<file path="config.mk">
export PLATFORM = sky130hd
export DESIGN_NAME = jack_amp_guard
export DESIGN_NICKNAME = d
export VERILOG_FILES = /design/src/rtl/jag_pkg.sv /design/src/rtl/jag_debounce.sv /design/src/rtl/jag_short_guard.sv /design/src/rtl/jag_therm_guard.sv /design/src/rtl/jack_amp_guard.sv
export SDC_FILE = /design/constraint.sdc
export NUM_CORES = 1
export LEC_CHECK = 0
export BUFFER_PORTS_ARGS = -buffer_cell sky130_fd_sc_hd__buf_2
export CORE_ASPECT_RATIO = 1.5
export CORE_MARGIN = 2
export CORE_UTILIZATION = 49
export DETAILED_ROUTE_END_ITERATION = 8
export GPL_TIMING_DRIVEN = 0
export PLACE_DENSITY = 0.81
export REMOVE_ABC_BUFFERS = 1
export SYNTH_ARGS = -nofsm -noshare
export SYNTH_HDL_FRONTEND = slang
export SYNTH_HIERARCHICAL = 1
export SYNTH_SLANG_ARGS = --single-unit
</file>
<file path="constraint.sdc">
create_clock -name clk -period 4.4 [get_ports clk]
set_input_delay 0.66 -clock clk [delete_from_list [all_inputs] [get_ports clk]]
set_output_delay 0.66 -clock clk [all_outputs]
set_load 0.01 [all_outputs]
</file>
<file path="src/rtl/jag_pkg.sv">
package jag_pkg;
  localparam int HP_N   = 3;
  localparam int SPK_N  = 2;
  localparam int HP_COM = 2;

  // Debounce hold length in cycles; zero milliseconds means one cycle.
  function automatic int unsigned dbnc_limit(input int unsigned ms,
                                             input int unsigned cyc_per_ms);
    return (ms == 0) ? 1 : ms * cyc_per_ms;
  endfunction
endpackage

</file>
<file path="src/rtl/jag_debounce.sv">
module jag_debounce #(
  parameter int CLK_PER_MS = 50000,
  parameter int MS_W       = 4
) (
  input  logic            clk,
  input  logic            rst_n,
  input  logic            sense_raw,
  input  logic [MS_W-1:0] ms_cfg,
  output logic            sync_lvl,
  output logic            level
);
  localparam int MAXC = ((1 << MS_W) - 1) * CLK_PER_MS;
  localparam int CW   = $clog2(MAXC + 1);

  logic          s1, s2;
  logic [CW-1:0] cnt;
  logic [CW-1:0] last_idx;

  always_comb
    last_idx = CW'(jag_pkg::dbnc_limit(32'(ms_cfg), 32'(CLK_PER_MS)) - 1);

  always_ff @(posedge clk) begin
    if (!rst_n) begin
      s1    <= 1'b0;
      s2    <= 1'b0;
      level <= 1'b0;
      cnt   <= '0;
    end else begin
      s1 <= sense_raw;
      s2 <= s1;
      if (s2 == level) begin
        cnt <= '0;
      end else if (cnt >= last_idx) begin
        level <= s2;
        cnt   <= '0;
      end else begin
        cnt <= cnt + 1'b1;
      end
    end
  end

  assign sync_lvl = s2;
endmodule

</file>
<file path="src/rtl/jag_short_guard.sv">
module jag_short_guard #(
  parameter int N = 3
) (
  input  logic         clk,
  input  logic         rst_n,
  input  logic [N-1:0] req,
  input  logic [N-1:0] avail,
  input  logic [N-1:0] short_in,
  output logic [N-1:0] latched
);
  for (genvar i = 0; i < N; i++) begin : g_ch
    always_ff @(posedge clk) begin
      if (!rst_n)
        latched[i] <= 1'b0;
      else if (!req[i])
        latched[i] <= 1'b0;
      else if (avail[i] && short_in[i])
        latched[i] <= 1'b1;
    end
  end
endmodule

</file>
<file path="src/rtl/jag_therm_guard.sv">
module jag_therm_guard #(
  parameter int N = 2
) (
  input  logic         clk,
  input  logic         rst_n,
  input  logic [N-1:0] avail,
  input  logic [N-1:0] hot,
  input  logic [N-1:0] release_req,
  output logic [N-1:0] latched,
  output logic         trip_now,
  output logic         any_held
);
  for (genvar j = 0; j < N; j++) begin : g_ch
    always_ff @(posedge clk) begin
      if (!rst_n)
        latched[j] <= 1'b0;
      else if (release_req[j])
        latched[j] <= 1'b0;
      else if (avail[j] && hot[j])
        latched[j] <= 1'b1;
    end
  end

  assign trip_now = |(avail & hot);
  assign any_held = |latched;
endmodule

</file>
<file path="src/rtl/jack_amp_guard.sv">
module jack_amp_guard #(
  parameter int CLK_PER_MS = 50000,
  parameter int MS_W       = 4
) (
  input  logic            clk,
  input  logic            rst_n,
  input  logic            jack_sense,
  input  logic [MS_W-1:0] dbnc_ms,
  input  logic            det_en,
  input  logic            det_pol,
  input  logic            com_bypass,
  input  logic [2:0]      req_hp,
  input  logic [1:0]      req_spk,
  input  logic [2:0]      hp_short,
  input  logic [1:0]      spk_hot,
  input  logic [1:0]      therm_rel,
  output logic [2:0]      en_hp,
  output logic [1:0]      en_spk,
  output logic            jack_stat,
  output logic [2:0]      short_stat,
  output logic [1:0]      therm_stat
);
  import jag_pkg::*;

  logic             sync_lvl, deb_lvl, inserted;
  logic [HP_N-1:0]  hp_base, hp_avail;
  logic [SPK_N-1:0] spk_base, spk_avail;
  logic             therm_trip, therm_any, hold_off;

  jag_debounce #(.CLK_PER_MS(CLK_PER_MS), .MS_W(MS_W)) u_deb (
    .clk(clk), .rst_n(rst_n), .sense_raw(jack_sense), .ms_cfg(dbnc_ms),
    .sync_lvl(sync_lvl), .level(deb_lvl)
  );

  assign inserted  = deb_lvl ^ det_pol;
  assign jack_stat = inserted;

  for (genvar i = 0; i < HP_N; i++) begin : g_hp
    if (i == HP_COM) begin : g_com
      assign hp_base[i] = req_hp[i] & (!det_en | com_bypass | inserted);
    end else begin : g_lr
      assign hp_base[i] = req_hp[i] & (!det_en | inserted);
    end
  end

  assign spk_base  = req_spk & {SPK_N{!det_en | !inserted}};
  assign spk_avail = spk_base & {SPK_N{!therm_any}};

  jag_therm_guard #(.N(SPK_N)) u_therm (
    .clk(clk), .rst_n(rst_n), .avail(spk_avail), .hot(spk_hot),
    .release_req(therm_rel), .latched(therm_stat),
    .trip_now(therm_trip), .any_held(therm_any)
  );

  assign hold_off = therm_any | therm_trip;
  assign hp_avail = hp_base & ~short_stat & {HP_N{!hold_off}};

  jag_short_guard #(.N(HP_N)) u_short (
    .clk(clk), .rst_n(rst_n), .req(req_hp), .avail(hp_avail),
    .short_in(hp_short), .latched(short_stat)
  );

  assign en_hp  = hp_avail & ~hp_short;
  assign en_spk = spk_avail & ~spk_hot & {SPK_N{!hold_off}};
endmodule

</file>
After elaboration in Yosys (flattened, before gate mapping). Index checks and enable logic that the tools add are counted.

Add/subtract/negate cells: 2. Multiply operators: 1. Order comparisons: 1. Eq/ne operators: 1. Mux-type cells: 1. Bitwise operators: 22. Reductions and logical operators: 19.

Operators with widths (number): $add A20 B1 Y20 const B (1); $ge A20 B20 Y1 (1); $mux W20 (1); $sub A20 B1 Y20 const B (1); $mul A4 B12 Y16 const B (1); $and A2 B2 Y2 (5); $and A3 B3 Y3 (3); $reduce_and A2 Y1 (4); $reduce_or A2 Y1 (4); $not A3 Y3 (2); $logic_and A1 B1 Y1 (5); $or A1 B1 Y1 (5); $logic_not A1 Y1 (4); $logic_not A4 Y1 (1); $and A1 B1 Y1 (3); $reduce_or A3 Y1 (1); $not A1 Y1 (2); $not A2 Y2 (1); $eq A1 B1 Y1 (1); $xor A1 B1 Y1 (1).

Register bits after elaboration: 28. Input bits: 22. Output and inout port bits: 11. Logic and storage cells: 56.

Longest topological paths before layout. Gate-level depths: netlist of the first run.

Word-level depth: 11. Mapped depth: 20.

Modules after synthesis. Netlist of the first run, hierarchy kept.

Modules (own cells, without submodules): jag_debounce (instances 1, cells an instance 254, area each 2192.1 um^2, sequential area each 460.4 um^2); jack_amp_guard (instances 1, cells an instance 20, area each 201.4 um^2, sequential area each 0.0 um^2); jag_short_guard (instances 1, cells an instance 12, area each 97.6 um^2, sequential area each 60.1 um^2); jag_therm_guard (instances 1, cells an instance 8, area each 91.3 um^2, sequential area each 40.0 um^2).

Worst setup path before layout of the first run. Ideal clock, no wire load.

Kind: in2reg. Start: input port dbnc_ms[1]. End: register u_deb.cnt[16]. Setup time: 65 ps. Arrival time: 4612 ps. Required time: 4335 ps. Slack: -277 ps. Stages on the path: 19. Path buffers: 1. Path through: ha_1 xor2_1 ha_1 a21o_1 ha_1 a31oi_1 a22oi_1 xor2_2 nor4_4 o2111ai_2 and3b_1 xor2_1 ha_1 a21o_1 a21oi_1 o21ai_1 or4b_1 clkbuf_1 nor2_1.

Word-level cells in the longest chain between the ends: 5.

RTL lines: start, declared (RTL line jack_amp_guard.sv:8) `input logic [MS_W-1:0] dbnc_ms,`; $mul A4 B12 Y16 or $logic_not A4 Y1 (tied branches) (RTL line jag_pkg.sv:9) `return (ms == 0) ? 1 : ms * cyc_per_ms;`; $mux W20 * (RTL line jag_pkg.sv:9); $sub A20 B1 Y20 * (RTL line jag_debounce.sv:20) `last_idx = CW'(jag_pkg::dbnc_limit(32'(ms_cfg), 32'(CLK_PER_MS)) - 1);`; $ge A20 B20 Y1 * (RTL line jag_debounce.sv:33) `end else if (cnt >= last_idx) begin`; $reduce_or A3 Y1 (no line) *; end signal, assigned (RTL line jag_debounce.sv:37) `cnt <= cnt + 1'b1;`; end, declared (RTL line jag_debounce.sv:16) `logic [CW-1:0] cnt;`.

Mark *: on every way between the ends. The rest lies on a longest branch, timed or not. A chain may end at the register's enable or synchronous reset.

Worst setup path after layout of the first run.
Start: input port dbnc_ms[2]. End: register u_deb.cnt[12].

Same word-level chain as after synthesis.

==> metrics.md, run 1 <==
| Metric | Value |
|---|---|
| Primary FF master, synth | `dfxtp_1` |
| Worst skew pair latency | `0.27 ns` |
| Unique masters post-synth | `52` |
| Fin nets | `403` |
| DRC | `0` |
| Setup repair after global routing missed its margin | `true` |
| Leading area contributor after synthesis | `dfxtp_1` |
| Pleak | `1.48 nW` |
| CTS Hold Buffers Added | `0` |
| Slew Limit Headroom | `0.697` |
| First-pass DRT Iterations | `4` |
| Synthesized area | `0.00258 sq mm` |
| Largest net degree at the start of global routing | `16` |
| Count leader, synth | `ha_1` |
| I/O pins | `33` |
| FF/Latch Area | `561 sq um` |
| Mapped Cells | `294` |
| Vias in the first global route | `2,270` |
| Vias per std cell | `5.54` |
| Initial antenna violation count | `0` |
| Post-synth top cells | `ha_1, nor2_1, dfxtp_1, nand2_1` |
| GRT Util Overall | `0.204` |
| Share of the synthesized area in the top cell type | `0.217` |
| Arrival @ worst endpoint | `4.63 ns` |
| Hold EP | `u_deb/sync_lvl$_SDFF_PN0_` |
| Crit path max-delay family | `simple AND/OR/NAND/NOR gates` |
| Starting density of the core | `0.504` |
| Max FO, Critical Path | `6` |
| Clock root cell | `clkbuf_8` |
| Ratio of final minimum period to clock period | `1.00` |
| IR drop worst, VDD | `168 uV` |
| Gr ovfl total | `0` |
| Final cell count without fillers | `407` |
| Slowest-stage cell, CP | `or4b_4` |
| Total of max-cap violations | `0` |
| PortBufs | `32` |
| RD Place Congestion | `0.832` |
| Req. time, crit path | `4.61 ns` |
| Least-Margin Pin Slew | `0.453 ns` |
| Row cnt | `32` |
| CTS tree | `done` |
| Post-synth EDFFs | `0` |
| Dpl hpwl | `4100 um` |
| Routed vias | `2,254` |
| Width of the die | `63.3 um` |
| Count of final setup violators | `2` |
| Outcome | `finished with violations` |
| Buffers & Inverters on Critical Path | `2` |
| Clk slew on worst S/H paths | `0.10 ns` |
| DIE HEIGHT | `92.9 um` |
| Fmax | `0.226 GHz` |
| Syn_area_per_cell | `8.78 sq um` |
| Hold_sp | `u_deb/s1$_SDFF_PN0_` |
| CTS Buffer Depth | `2` |
| Min Clock Period, post-route | `4.42 ns` |
| H-Tree Depth | `1` |
| Setup CP Type | `in2reg` |
| TritonCTS Buffers | `3` |
| Synth top area cells | `dfxtp_1, ha_1, xnor2_1` |
| Share of cells above drive strength 1 | `0.336` |
| Skew final | `0.00620 ns` |
| Critical Path Source Type | `input pin` |
| Post-synth ARST share | `0` |
| Wire length per cell | `15.0 um` |
| First-pass GRT wire length | `9860 um` |
| YS warnings | `6` |
| Total core area | `0.00512 sq mm` |
| Flops & latches, synth | `28` |
| Die Area | `0.00588 sq mm` |
| Multi-input logic area | `0.00225 sq mm` |
| Worst path cell trace | `buf_2 -> ha_1 -> xor2_1 -> ha_2 -> a211oi_4 -> buf_4 -> o31ai_4 -> nand3_2 -> xor2_2 -> o2111ai_2 -> and3b_1 -> xor2_1 -> ha_1 -> a21o_1 -> a21oi_2 -> o21ai_2 -> or4b_4 -> nor2_2` |
| Final WL | `6090 um` |
| Area grow syn2layout | `26.8%` |
| Crit-path max cell delay | `0.60 ns` |
| Failing checks | `negative setup slack` |
| Iteration-0 DRC count of the detailed router | `59` |
| Num Clock Sinks | `28` |
| Fill count | `437` |
| Critical R2R Launch | `u_deb/cnt[0]$_SDFF_PP0_` |
| Antenna diode count | `0` |
| Worst R2R Path Depth | `9` |
| Routed Antenna Nets | `0` |
| Min-delay worst type | `reg2reg` |
| Worst r2r dst | `u_deb/cnt[12]$_SDFF_PP0_` |
| Worst Slack Setup Final | `-0.0195 ns` |
| Flop2flop setup slack | `2.02 ns` |
| Post-Place Cells | `388` |
| WHS Path Cells | `1` |
| Power per Cell Area | `221 mW/mm^2` |
| Final-report max-slew violation count | `0` |
| Worst slack at placement | `-1.10 ns` |
| Sequential cell area fraction in the yosys report | `0.217` |
| Fin. Hold Viols | `0` |
| CP endpoint kind | `register` |
-- report_power, final --
part	total, mW	switching, mW	internal [mW]
combinational	0.310	0.160	0.150
sequential	0.257	0.00156	0.256
clock	0.158	0.0777	0.0800
total	0.725	0.239	0.486
-- metrics by stage --
stage / total power [mW] / hold WS (ns) / utilization / setup TNS [ns] / area [sq um]
6_report: 0.725 / 0.456 / 0.639 / -0.0253 / 3270
5_1_grt: 0.767 / 0.485 / 0.639 / -2.50 / 3270
4_1_cts: 0.680 / 0.467 / 0.606 / 0 / 3110
3_5_place_dp: 0.486 / 0.443 / 0.547 / -21.77 / 2800
3_3_place_gp: 0.477 / 0.434 / 0.547 / -19.34 / 2800
2_1_floorplan: 0.435 / 0.412 / - / -7.25 / 2560
-- layout by cell type, fill, tap and decap left out, drive strengths merged, types with 8 or more instances in the layout --
master | synthesis | layout
ha | 41 | 41
nor2 | 35 | 35
nand3 | 12 | 12
buf | 1 | 44
dfxtp | 28 | 28
xor2 | 21 | 21
or4b | 5 | 8
inv | 11 | 11
nand2 | 28 | 28
a21o | 12 | 12
a21oi | 18 | 18
xnor2 | 20 | 20
-- kinds of logic after synthesis --
group,synth area share
flops,0.217
mux,0.00388
xor+xnor,0.152
simple gates,0.253
fa+ha+maj,0.199
compound gates,0.149
buf+inv,0.0262
-- worst max-delay path by stage --
stage / startpoint / end / slack [ns] / cells after the start
after floorplan: dbnc_ms[1] / u_deb/cnt[10]$_SDFF_PP0_ / -0.36 / 18
after global placement: dbnc_ms[1] / u_deb/cnt[19]$_SDFF_PP0_ / -0.95 / 19
after detailed placement: dbnc_ms[1] / u_deb/cnt[14]$_SDFF_PP0_ / -1.10 / 19
after CTS: dbnc_ms[3] / u_deb/cnt[12]$_SDFF_PP0_ / 0.005 / 20
after global routing: dbnc_ms[1] / u_deb/cnt[4]$_SDFF_PP0_ / -0.16 / 20
final: dbnc_ms[2] / u_deb/cnt[12]$_SDFF_PP0_ / -0.02 / 18
-- routing by layer --
layer  global-route usage  vias up  share of wire
li1                     -     1135              -
met3               0.0182       12          0.035
met2                0.432       59           0.58
met5                    0        -              0
met1                0.199     1048           0.36
met4               0.0688        0          0.023
-- flip-flops by register name (all words and copies together), names as in the netlist --
| register | flops |
|---|---|
| u_deb/cnt | 20 |
| u_short/latched | 3 |
| u_therm/latched | 2 |
| u_deb/level | 1 |
| u_deb/s1 | 1 |
| u_deb/sync_lvl | 1 |
-- area by class of cell --
cell class              count  area share
inverters                  11      0.0134
repair buffers             44      0.0841
multi-input cells         252       0.689
well taps                  68      0.0260
flip-flops and latches     28       0.171
clock buffers               4      0.0168
-- timing repair --
action                                  in CTS  in global routing
cloned                                       3                  0
setup buffers                                7                  5
pin swaps                                   16                 37
endpoints found under the setup margin      21                 21
resized for setup                           34                 27
No activity file was read; power rests on OpenSTA's default activity.
==> run 2: changes to the inputs <==
- ABC_AREA: default -> 1
- PLACE_DENSITY: 0.81 -> 0.8
- RECOVER_POWER: default -> 100
==> metrics.md, run 2 <==
| Metric | Value |
|---|---|
| Sequential cell area fraction in the yosys report | `0.190` |
| Routed vias | `2,804` |
| Fin util | `0.562` |
| Arrival @ worst endpoint | `4.27 ns` |
| Gr ovfl total | `0` |
| Min-delay worst type | `reg2reg` |
| PortBufs | `32` |
| Skew final | `0.00396 ns` |
| Final-report max-slew violation count | `0` |
| Largest net degree at the start of global routing | `19` |
| WHS Path Cells | `2` |
| CTS Buffer Depth | `2` |
| Antenna diode count | `0` |
| Biggest register | `u_deb/cnt` |
| Initial antenna violation count | `0` |
| IR drop worst, VDD | `181 uV` |
| Mapped Cells | `453` |
| Number of flip-flops in the largest register | `20` |
| Synth top area cells | `dfxtp_1, ha_1, nand2_1` |
| Worst R2R Path Depth | `10` |
| GRT Util Overall | `0.207` |
| Flop2flop setup slack | `2.58 ns` |
| Total of max-cap violations | `0` |
| Unique masters post-synth | `30` |
| Req. time, crit path | `4.61 ns` |
| Synthesized area | `0.00294 sq mm` |
| Post-synth ARST share | `0` |
| Commonest non-fill, non-tap cell in the layout | `nand2_1` |
| Routed Antenna Nets | `0` |
| Clk slew on worst S/H paths | `0.09 ns` |
| DRC | `0` |
| Tot Pwr | `0.648 mW` |
| Setup CP Type | `in2reg` |
| Least-Margin Pin Slew | `0.432 ns` |
| First-pass DRT Iterations | `4` |
| Slew Limit Headroom | `0.709` |
| Count leader, synth | `nand2_1` |
| Hold EP | `u_deb/sync_lvl$_SDFF_PN0_` |
| Dpl hpwl | `5190 um` |
| YS warnings | `6` |
| Row cnt | `34` |
| Fmax | `0.246 GHz` |
| Leading area contributor after synthesis | `dfxtp_1` |
| Power per Cell Area | `199 mW/mm^2` |
| Fin nets | `553` |
| Setup repair after global routing missed its margin | `false` |
| RD Place Congestion | `0.823` |
| Fin. Hold Viols | `0` |
| Vias in the first global route | `2,770` |
| Max FO, Critical Path | `10` |
| Final WL | `6340 um` |
| H-Tree Depth | `1` |
| CTS tree | `done` |
| Top Registers | `u_deb/cnt: 20 flops, u_short/latched: 3 flops, u_therm/latched: 2 flops` |
| Pleak | `1.69 nW` |
| Critical R2R Launch | `u_deb/cnt[0]$_SDFF_PP0_` |
| Total core area | `0.00579 sq mm` |
| Post-synth top cells | `nand2_1, inv_1, nor2_1` |
| Clock root cell | `clkbuf_8` |
| Primary FF master, synth | `dfxtp_1` |
| Flops & latches, synth | `28` |
| Post-synth EDFFs | `0` |
| Share of cells above drive strength 1 | `0.125` |
| Count of final setup violators | `0` |
| Starting density of the core | `0.509` |
| I/O pins | `33` |
| TritonCTS Buffers | `3` |
| Width of the die | `67.3 um` |
| Share of the synthesized area in the top cell type | `0.190` |
| Vias per std cell | `5.00` |
| Syn_area_per_cell | `6.50 sq um` |
| Critical Path Source Type | `input pin` |
| Most frequent cells in the layout | `nand2_1, inv_1, nor2_1` |
| Worst slack at placement | `-0.579 ns` |
| Min Clock Period, post-route | `4.06 ns` |
| Worst Slack Setup Final | `0.339 ns` |
| DIE HEIGHT | `98.9 um` |
| CP endpoint kind | `register` |
| Num Clock Sinks | `28` |
| Iteration-0 DRC count of the detailed router | `102` |
| Worst skew pair latency | `0.27 ns` |
| Hold_sp | `u_deb/s1$_SDFF_PN0_` |
| Worst r2r dst | `u_deb/cnt[18]$_SDFF_PP0_` |
| Outcome | `completed` |
| Area grow syn2layout | `10.5%` |
| Ratio of final minimum period to clock period | `0.923` |
| First-pass GRT wire length | `11,000 um` |
| Wire length per cell | `11.3 um` |
| Die Area | `0.00665 sq mm` |
-- run 2: where the power goes --
| group | total, mW | internal (mW) | switching, mW |
|---|---|---|---|
| Combinational | 0.232 | 0.0853 | 0.147 |
| Clock | 0.158 | 0.0802 | 0.0782 |
| Sequential | 0.257 | 0.256 | 0.00144 |
-- run 2: routing by layer --
layer | vias to the layer above | share of wire | track usage
li1 | 1489 | - | -
met1 | 1257 | 0.40 | 0.203
met2 | 47 | 0.56 | 0.425
met3 | 11 | 0.020 | 0.0126
met4 | 0 | 0.018 | 0.0706
met5 | - | 0 | 0
-- run 2: worst max path at each step --
stage	slack [ns]	from	end
3_5_place_dp	-0.58	dbnc_ms[2]	u_deb/cnt[18]$_SDFF_PP0_
5_1_grt	0.01	dbnc_ms[1]	u_deb/cnt[10]$_SDFF_PP0_
3_3_place_gp	-0.47	dbnc_ms[2]	u_deb/cnt[7]$_SDFF_PP0_
2_1_floorplan	0.35	dbnc_ms[1]	u_deb/cnt[0]$_SDFF_PP0_
6_report	0.34	dbnc_ms[1]	u_deb/cnt[18]$_SDFF_PP0_
4_1_cts	0.02	dbnc_ms[2]	u_deb/cnt[7]$_SDFF_PP0_
-- run 2: repair_timing --
item                                    4_1_cts  5_1_grt
hold buffers                                  0        0
resized for setup                             0        4
endpoints found under the setup margin       20       21
pin swaps                                     1        1
setup buffers                                 1        1
cloned                                        1        0
-- run 2: layout make-up --
cell class,count,area (sq um)
Tap cell,72,90.1
Clock buffer,4,55.1
Fill cell,565,2530
Sequential cell,28,561
Timing Repair Buffer,34,161
Inverter,81,305
Multi-Input combinational cell,342,2080
-- run 2: cells by family (layout without fill, tap and decap cells) --
logic type,count (synthesis),in the layout,synth area share
simple gates,245,246,0.389
buf+inv,84,119,0.110
compound gates,28,28,0.0557
xor+xnor,27,27,0.0804
fa+ha+maj,41,41,0.174
flops,28,28,0.190
-- run 2: critical path, stage by stage --
cell and delay, ns:
buf_2 0.16, ha_1 0.24, xor2_1 0.15, ha_1 0.19
a21o_1 0.15, ha_1 0.31, nand2_1 0.10, nand2_1 0.13
nand3_1 0.10, nand2_1 0.05, nor2_1 0.25, nor2_4 0.09
nand2_4 0.10, nor2_8 0.06, nand2_4 0.07, clkinv_2 0.05
nand2_1 0.05, nand2_1 0.05, ha_1 0.28, a21oi_1 0.15
nor2_1 0.05, nor2_1 0.08, nand3_1 0.12, a21oi_2 0.21
nand4_1 0.11, buf_4 0.19, nor2_1 0.10
-- run 2: through the flow --
step                      hold slack, ns  cells  setup TNS, ns  instance area [sq um]
after floorplan                    0.390    450              0                   2920
after global placement             0.393    554          -9.38                   3170
after detailed placement           0.404    554         -10.75                   3170
after CTS                          0.427    560              0                   3240
after global routing               0.445    561              0                   3250
final                              0.422    561              0                   3250
